[config.mk]
export PLATFORM = sky130hd
export DESIGN_NAME = fault_cap_top
export DESIGN_NICKNAME = d
export VERILOG_FILES = /design/src/rtl/fault_cap_pkg.sv /design/src/rtl/fault_cap_regif.sv /design/src/rtl/fault_cap_mask.sv /design/src/rtl/fault_cap_record.sv /design/src/rtl/fault_cap_top.sv
export SDC_FILE = /design/constraint.sdc
export NUM_CORES = 1
export LEC_CHECK = 0
export CORE_MARGIN = 1.5
export CORE_UTILIZATION = 37
export DETAILED_ROUTE_END_ITERATION = 6
export PLACE_DENSITY = 0.93
export SLEW_MARGIN = 10
export SYNTH_ARGS = -nofsm -noshare
export SYNTH_HDL_FRONTEND = slang
export SYNTH_SLANG_ARGS = --single-unit
[constraint.sdc]
create_clock -name clk -period 1.5 [get_ports clk]
set_input_delay 0.3 -clock clk [delete_from_list [all_inputs] [get_ports clk]]
set_output_delay 0.3 -clock clk [all_outputs]
set_load 0.05 [all_outputs]
[src/rtl/fault_cap_pkg.sv]
package fault_cap_pkg;

    localparam int DATA_W    = 64;
    localparam int PAGE_W    = 23;
    localparam int RID_W     = 11;

    localparam int VALID_BIT = DATA_W - 1;
    localparam int SEG_BIT   = DATA_W - 2;
    localparam int PG_BIT    = DATA_W - 3;
    localparam int DIR_BIT   = RID_W;
    localparam int PAGE_LSB  = RID_W + 1;
    localparam int PAGE_MSB  = PAGE_LSB + PAGE_W - 1;

    typedef enum logic {
        KIND_SEG  = 1'b0,
        KIND_PAGE = 1'b1
    } fault_kind_e;

    typedef enum logic {
        SEL_STATUS = 1'b0,
        SEL_MASK   = 1'b1
    } reg_sel_e;

    typedef struct packed {
        logic              valid;
        logic              seg;
        logic              pg;
        logic [PAGE_W-1:0] page;
        logic              rd;
        logic [RID_W-1:0]  rid;
    } fault_rec_t;

    typedef struct packed {
        logic seg_en;
        logic pg_en;
    } class_en_t;

    function automatic logic [DATA_W-1:0] rec_to_word(fault_rec_t r);
        logic [DATA_W-1:0] w;
        w                    = '0;
        w[VALID_BIT]         = r.valid;
        w[SEG_BIT]           = r.seg;
        w[PG_BIT]            = r.pg;
        w[PAGE_MSB:PAGE_LSB] = r.page;
        w[DIR_BIT]           = r.rd;
        w[RID_W-1:0]         = r.rid;
        return w;
    endfunction

    function automatic fault_rec_t word_to_rec(logic [DATA_W-1:0] w);
        fault_rec_t r;
        r.valid = w[VALID_BIT];
        r.seg   = w[SEG_BIT];
        r.pg    = w[PG_BIT];
        r.page  = w[PAGE_MSB:PAGE_LSB];
        r.rd    = w[DIR_BIT];
        r.rid   = w[RID_W-1:0];
        return r;
    endfunction

    function automatic logic [DATA_W-1:0] en_to_word(class_en_t e);
        logic [DATA_W-1:0] w;
        w          = '0;
        w[SEG_BIT] = e.seg_en;
        w[PG_BIT]  = e.pg_en;
        return w;
    endfunction

endpackage

[src/rtl/fault_cap_regif.sv]
module fault_cap_regif
    import fault_cap_pkg::*;
(
    input  logic              reg_wr_i,
    input  logic              reg_addr_i,
    input  fault_rec_t        rec_i,
    input  class_en_t         en_i,
    output logic              wr_status_o,
    output logic              wr_mask_o,
    output logic [DATA_W-1:0] rdata_o
);

    reg_sel_e sel;

    always_comb begin
        sel         = reg_sel_e'(reg_addr_i);
        wr_status_o = reg_wr_i && (sel == SEL_STATUS);
        wr_mask_o   = reg_wr_i && (sel == SEL_MASK);
        case (sel)
            SEL_STATUS: rdata_o = rec_to_word(rec_i);
            default:    rdata_o = en_to_word(en_i);
        endcase
    end

endmodule

[src/rtl/fault_cap_mask.sv]
module fault_cap_mask
    import fault_cap_pkg::*;
(
    input  logic              clk,
    input  logic              rst,
    input  logic              wr_i,
    input  logic [DATA_W-1:0] wdata_i,
    output class_en_t         en_o
);

    class_en_t en_q;

    always_ff @(posedge clk) begin
        if (rst) begin
            en_q <= '0;
        end else if (wr_i) begin
            en_q.seg_en <= wdata_i[SEG_BIT];
            en_q.pg_en  <= wdata_i[PG_BIT];
        end
    end

    assign en_o = en_q;

    // enables move only on a mask write
    p_mask_stable_r6: assert property (@(posedge clk) disable iff (rst)
        !wr_i |=> $stable(en_q));

    // a write loads both class enables
    p_mask_load_r6: assert property (@(posedge clk) disable iff (rst)
        wr_i |=> (en_q.seg_en == $past(wdata_i[SEG_BIT])) &&
                 (en_q.pg_en  == $past(wdata_i[PG_BIT])));

endmodule

[src/rtl/fault_cap_record.sv]
module fault_cap_record
    import fault_cap_pkg::*;
(
    input  logic              clk,
    input  logic              rst,
    input  logic              flt_valid_i,
    input  logic              flt_kind_i,
    input  logic [PAGE_W-1:0] flt_page_i,
    input  logic              flt_read_i,
    input  logic [RID_W-1:0]  flt_rid_i,
    input  class_en_t         en_i,
    input  logic              wr_i,
    input  logic [DATA_W-1:0] wdata_i,
    output fault_rec_t        rec_o,
    output logic              irq_o
);

    fault_rec_t  rec_q;
    fault_rec_t  new_rec;
    fault_kind_e kind;
    logic        class_ok;
    logic        take;

    always_comb begin
        kind          = fault_kind_e'(flt_kind_i);
        class_ok      = (kind == KIND_SEG) ? en_i.seg_en : en_i.pg_en;
        take          = flt_valid_i && class_ok && !rec_q.valid && !wr_i;
        new_rec.valid = 1'b1;
        new_rec.seg   = (kind == KIND_SEG);
        new_rec.pg    = (kind == KIND_PAGE);
        new_rec.page  = flt_page_i;
        new_rec.rd    = flt_read_i;
        new_rec.rid   = flt_rid_i;
    end

    always_ff @(posedge clk) begin
        if (rst) begin
            rec_q <= '0;
        end else if (wr_i) begin
            rec_q <= word_to_rec(wdata_i);
        end else if (take) begin
            rec_q <= new_rec;
        end
    end

    assign rec_o = rec_q;
    assign irq_o = rec_q.valid;

    // an enabled fault with nothing pending is recorded next cycle
    p_capture_r2: assert property (@(posedge clk) disable iff (rst)
        (flt_valid_i && !rec_q.valid && !wr_i &&
         ((flt_kind_i == 1'b0) ? en_i.seg_en : en_i.pg_en))
        |=> rec_q.valid && (rec_q.rid == $past(flt_rid_i)) &&
            (rec_q.page == $past(flt_page_i)));

    // interrupt rises after an accepted fault
    p_irq_rise_r3: assert property (@(posedge clk) disable iff (rst)
        (flt_valid_i && !rec_q.valid && !wr_i &&
         ((flt_kind_i == 1'b0) ? en_i.seg_en : en_i.pg_en)) |=> irq_o);

    // a pending record is frozen unless software writes it
    p_hold_r4: assert property (@(posedge clk) disable iff (rst)
        (rec_q.valid && !wr_i) |=> $stable(rec_q));

    // a fault of a disabled class leaves the record empty
    p_masked_r5: assert property (@(posedge clk) disable iff (rst)
        (!rec_q.valid && !wr_i &&
         !((flt_kind_i == 1'b0) ? en_i.seg_en : en_i.pg_en)) |=> !irq_o);

    // acknowledging drops the interrupt
    p_clear_r7: assert property (@(posedge clk) disable iff (rst)
        (wr_i && !wdata_i[VALID_BIT]) |=> !irq_o);

    // a status write overrides a concurrent fault
    p_write_wins_r8: assert property (@(posedge clk) disable iff (rst)
        wr_i |=> (rec_q == word_to_rec($past(wdata_i))));

endmodule

[src/rtl/fault_cap_top.sv]
module fault_cap_top
    import fault_cap_pkg::*;
(
    input  logic              clk,
    input  logic              rst,
    input  logic              reg_wr_i,
    input  logic              reg_addr_i,
    input  logic [DATA_W-1:0] reg_wdata_i,
    output logic [DATA_W-1:0] reg_rdata_o,
    input  logic              flt_valid_i,
    input  logic              flt_kind_i,
    input  logic [PAGE_W-1:0] flt_page_i,
    input  logic              flt_read_i,
    input  logic [RID_W-1:0]  flt_rid_i,
    output logic              irq_o
);

    logic       wr_status;
    logic       wr_mask;
    class_en_t  en;
    fault_rec_t rec;

    fault_cap_regif u_regif (
        .reg_wr_i    (reg_wr_i),
        .reg_addr_i  (reg_addr_i),
        .rec_i       (rec),
        .en_i        (en),
        .wr_status_o (wr_status),
        .wr_mask_o   (wr_mask),
        .rdata_o     (reg_rdata_o)
    );

    fault_cap_mask u_mask (
        .clk     (clk),
        .rst     (rst),
        .wr_i    (wr_mask),
        .wdata_i (reg_wdata_i),
        .en_o    (en)
    );

    fault_cap_record u_record (
        .clk         (clk),
        .rst         (rst),
        .flt_valid_i (flt_valid_i),
        .flt_kind_i  (flt_kind_i),
        .flt_page_i  (flt_page_i),
        .flt_read_i  (flt_read_i),
        .flt_rid_i   (flt_rid_i),
        .en_i        (en),
        .wr_i        (wr_status),
        .wdata_i     (reg_wdata_i),
        .rec_o       (rec),
        .irq_o       (irq_o)
    );

    // interrupt level mirrors the readable valid flag
    p_irq_mirror_r3: assert property (@(posedge clk) disable iff (rst)
        (reg_addr_i == 1'b0) |-> (irq_o == reg_rdata_o[VALID_BIT]));

    // unstored status bits read as zero
    p_unused_zero_r9: assert property (@(posedge clk) disable iff (rst)
        (reg_addr_i == 1'b0) |-> (reg_rdata_o[PG_BIT-1:PAGE_MSB+1] == '0));

endmodule

==> results.cfg <==
[timing]
hold_viol_final = 0
skew_ns = 0.007302
period_minus_slack_ns = 1.466
setup_viol = 0
fmax_ghz = 0.6820
rsz0062_at_grt = true
fin_crit_sh_pct = 97.76
drv_slew = 0
worst_hold_slack_ns = 0.4815

[clock_tree]
clk_latency_ns = 0.29
clk_pin_slew_ns = 0.08
cts_tree = yes
clockBufferDepth = 2
cts_buffers = 5
hold_buffers = 0
htreeDepth = 2
numClockSinks = 40
cts_root_buffer = clkbuf_8

[synthesis]
netlist.area_leader.share_pct = 29.62
synth_area_leaders = dfxtp_1, a311oi_2, o21ai_2
ys_ff_latch = 40
synth.avg_cell_area_um2 = 9.043
ys_seq_area_share_pct = 29.62
yosys.area.top_type = dfxtp_1
synthesis.area_mm2 = 0.002704
postSynthCellCount = 299
synth_edf_count = 0
synth-async-reset-ratio_pct = 0
ys.flop_type = dfxtp_1
ys_types = 32
yosys_warnings = 0

[power_and_ir_drop]
power.net_switching_uw = 1113
p_clk_share_pct = 21.5
irDropWorstVdd_mv = 0.3447
combPwrFrac_pct = 40.8
p_sw_share_pct = 35.19
cellPowerDensity_mw_per_mm2 = 702.3
leakage_uw = 0.001605
power.internal_uw = 2050
seqPwrFrac_pct = 37.7

[worst_setup_path]
rr_endpoint = u_record.rec_o[17]
rr_startpoint = u_mask.en_o[1]
critical_path_arrival_ns = 1.17
worstSetupStartpointType = register
endpoint_kind = output port
critPathMaxFanout = 6
cp.required_ns = 1.20
critPathKind = register to output port
r2r_cells = 3
r2r_slack_ns = 0.11

[global_route]
grt_pass1_vias = 2743
gr-total-overflow = 0
antenna_found_initial = 0
grt_max_degree = 37
grt_usage_pct = 20.81
grt_pass1_wl_mm = 12.52

[cells_and_area]
layout-drive-gt1-share_pct = 38.80
area_delta_synth_final_pct = 66.54
multi_input_area_mm2 = 0.001667
antenna_cells = 0
nets = 520
fillCellCount = 535
seq_area_um2 = 802.0
fin_cells = 511

[routing]
antenna_left = 0
num_vias = 2697
first_iter_violations = 61
firstDrtPassIters = 4
routedWlPerCell_um = 16.47
drt-total-wl_mm = 8.417
post_drt_via_cell_ratio = 5.278
drc = 0

[die]
ios = 170
start_util_pct = 38.94
die_area_mm2 = 0.007830
row_count = 30
core_area_mm2 = 0.006944
dieWidth_um = 88.49
die_h_um = 88.49

[job]
max_cap_violations = 0

[placement]
dp_cells = 502
io_buffer_count = 117
dp_hpwl_mm = 6.104
place.gp.congestion = 0.7696

[worst_hold_path]
whs_path_depth = 2
hold_end = u_record.rec_o[28]
min_from = rst
hold_class = input pin to register

[outcome]
status = finished clean
[synthesized netlist by cell type (2+ instances only)]
master / number
clkbuf_1: 5
nor2b_1: 38
nand2b_1: 2
nor2_1: 37
buf_2: 10
buf_6: 7
o21ai_2: 28
o21ai_1: 7
nand2_1: 4
clkbuf_4: 2
mux2_2: 2
a311oi_2: 28
nand3_1: 36
a311oi_1: 7
dfxtp_1: 40
a21oi_1: 3
buf_4: 28
[power groups by stage]
stage / combinational [µW] / sequential, µW / clock [µW]
4_1_cts: 1280 / 1190 / 690
3_3_place_gp: 1230 / 1210 / 0
6_report: 1290 / 1190 / 680
5_1_grt: 1350 / 1200 / 739
2_1_floorplan: 763 / 1210 / 0
3_5_place_dp: 1260 / 1220 / 0
[through the flow]
step / total power [µW] / util [%] / area (µm²) / TNS [ns] / worst slack [ns]
finish: 3163 / 64.85 / 4503 / 0 / 0.03367
global route: 3288 / 64.85 / 4503 / -0.1993 / -0.02555
CTS: 3166 / 64.63 / 4488 / 0 / 0.03881
detailed placement: 2474 / 62.34 / 4329 / -25.89 / -0.4176
global placement: 2443 / 62.34 / 4329 / -23.43 / -0.3645
floorplan: 1970 / - / 2801 / -0.09415 / -0.01345
[layout make-up]
type	instances	share of cell area [%]
flip-flops and latches	40	17.81
repair buffers	139	40.71
clock inverters	1	0.1111
inverters	1	0.08336
clock buffers	6	1.612
well taps	96	2.667
multi-input cells	228	37.01
[layer usage]
layer | track usage, % | part of all wire [%] | vias up
met1 | 22.31 | 38 | 1300
li1 | - | - | 1254
met5 | 0 | 0 | -
met2 | 39.35 | 54 | 123
met4 | 10.37 | 2.6 | 0
met3 | 3.265 | 5.4 | 20
[sequential cells by signal, indices dropped and copies added, names as in the netlist]
name / cells
u_mask.en_o: 2
u_record.irq_o: 1
u_record.rec_o: 37
[worst max path at each step]
stage / depth (start not counted) / startpoint / end
after global routing: 5 / flt_valid_i / u_record.rec_o[2]
after floorplan: 2 / reg_addr_i / reg_rdata_o[0]
after global placement: 4 / flt_kind_i / u_record.irq_o
after CTS: 3 / u_mask.en_o[1] / u_record.rec_o[26]
final: 2 / u_mask.en_o[1] / reg_rdata_o[62]
after detailed placement: 4 / flt_kind_i / u_record.rec_o[26]
[critical path, stage by stage (launching register included)]
cell and delay [ns]:
dfxtp_1 0.39, mux2_2 0.33, buf_12 0.16
[what timing repair did]
action | in CTS | in global routing
endpoints found under the setup margin | 75 | 14
setup buffers | 1 | 0
cloned | 0 | 1
pin swaps | 0 | 0
hold endpoints to repair | 0 | 0
gates resized for setup | 32 | 1
[cells by family (layout without fill, tap and decap cells)]
family / Yosys count / count (layout) / share of synthesized area, %
and+or+nand+nor: 120 / 120 / 22.49
AOI/OAI and AO/OA: 77 / 77 / 29.89
buffers and inverters: 57 / 147 / 15.64
DFF: 40 / 40 / 29.62
muxes: 4 / 5 / 2.221
other: 1 / 26 / 0.1387
[cell usage in the layout (no fill, tap or decap), types with 2 or more instances in the layout]
master	count
a21oi_1	3
a311oi_1	7
a311oi_2	28
buf_12	47
buf_4	11
buf_6	3
clkbuf_8	5
clkdlybuf4s50_1	75
conb_1	26
dfxtp_1	39
mux2_2	2
mux2_4	2
nand2_1	4
nand3_1	36
nor2_1	37
nor2b_1	11
nor2b_2	27
o21ai_1	7
o21ai_2	28
Note: power is estimated with default switching activity, not from simulation.
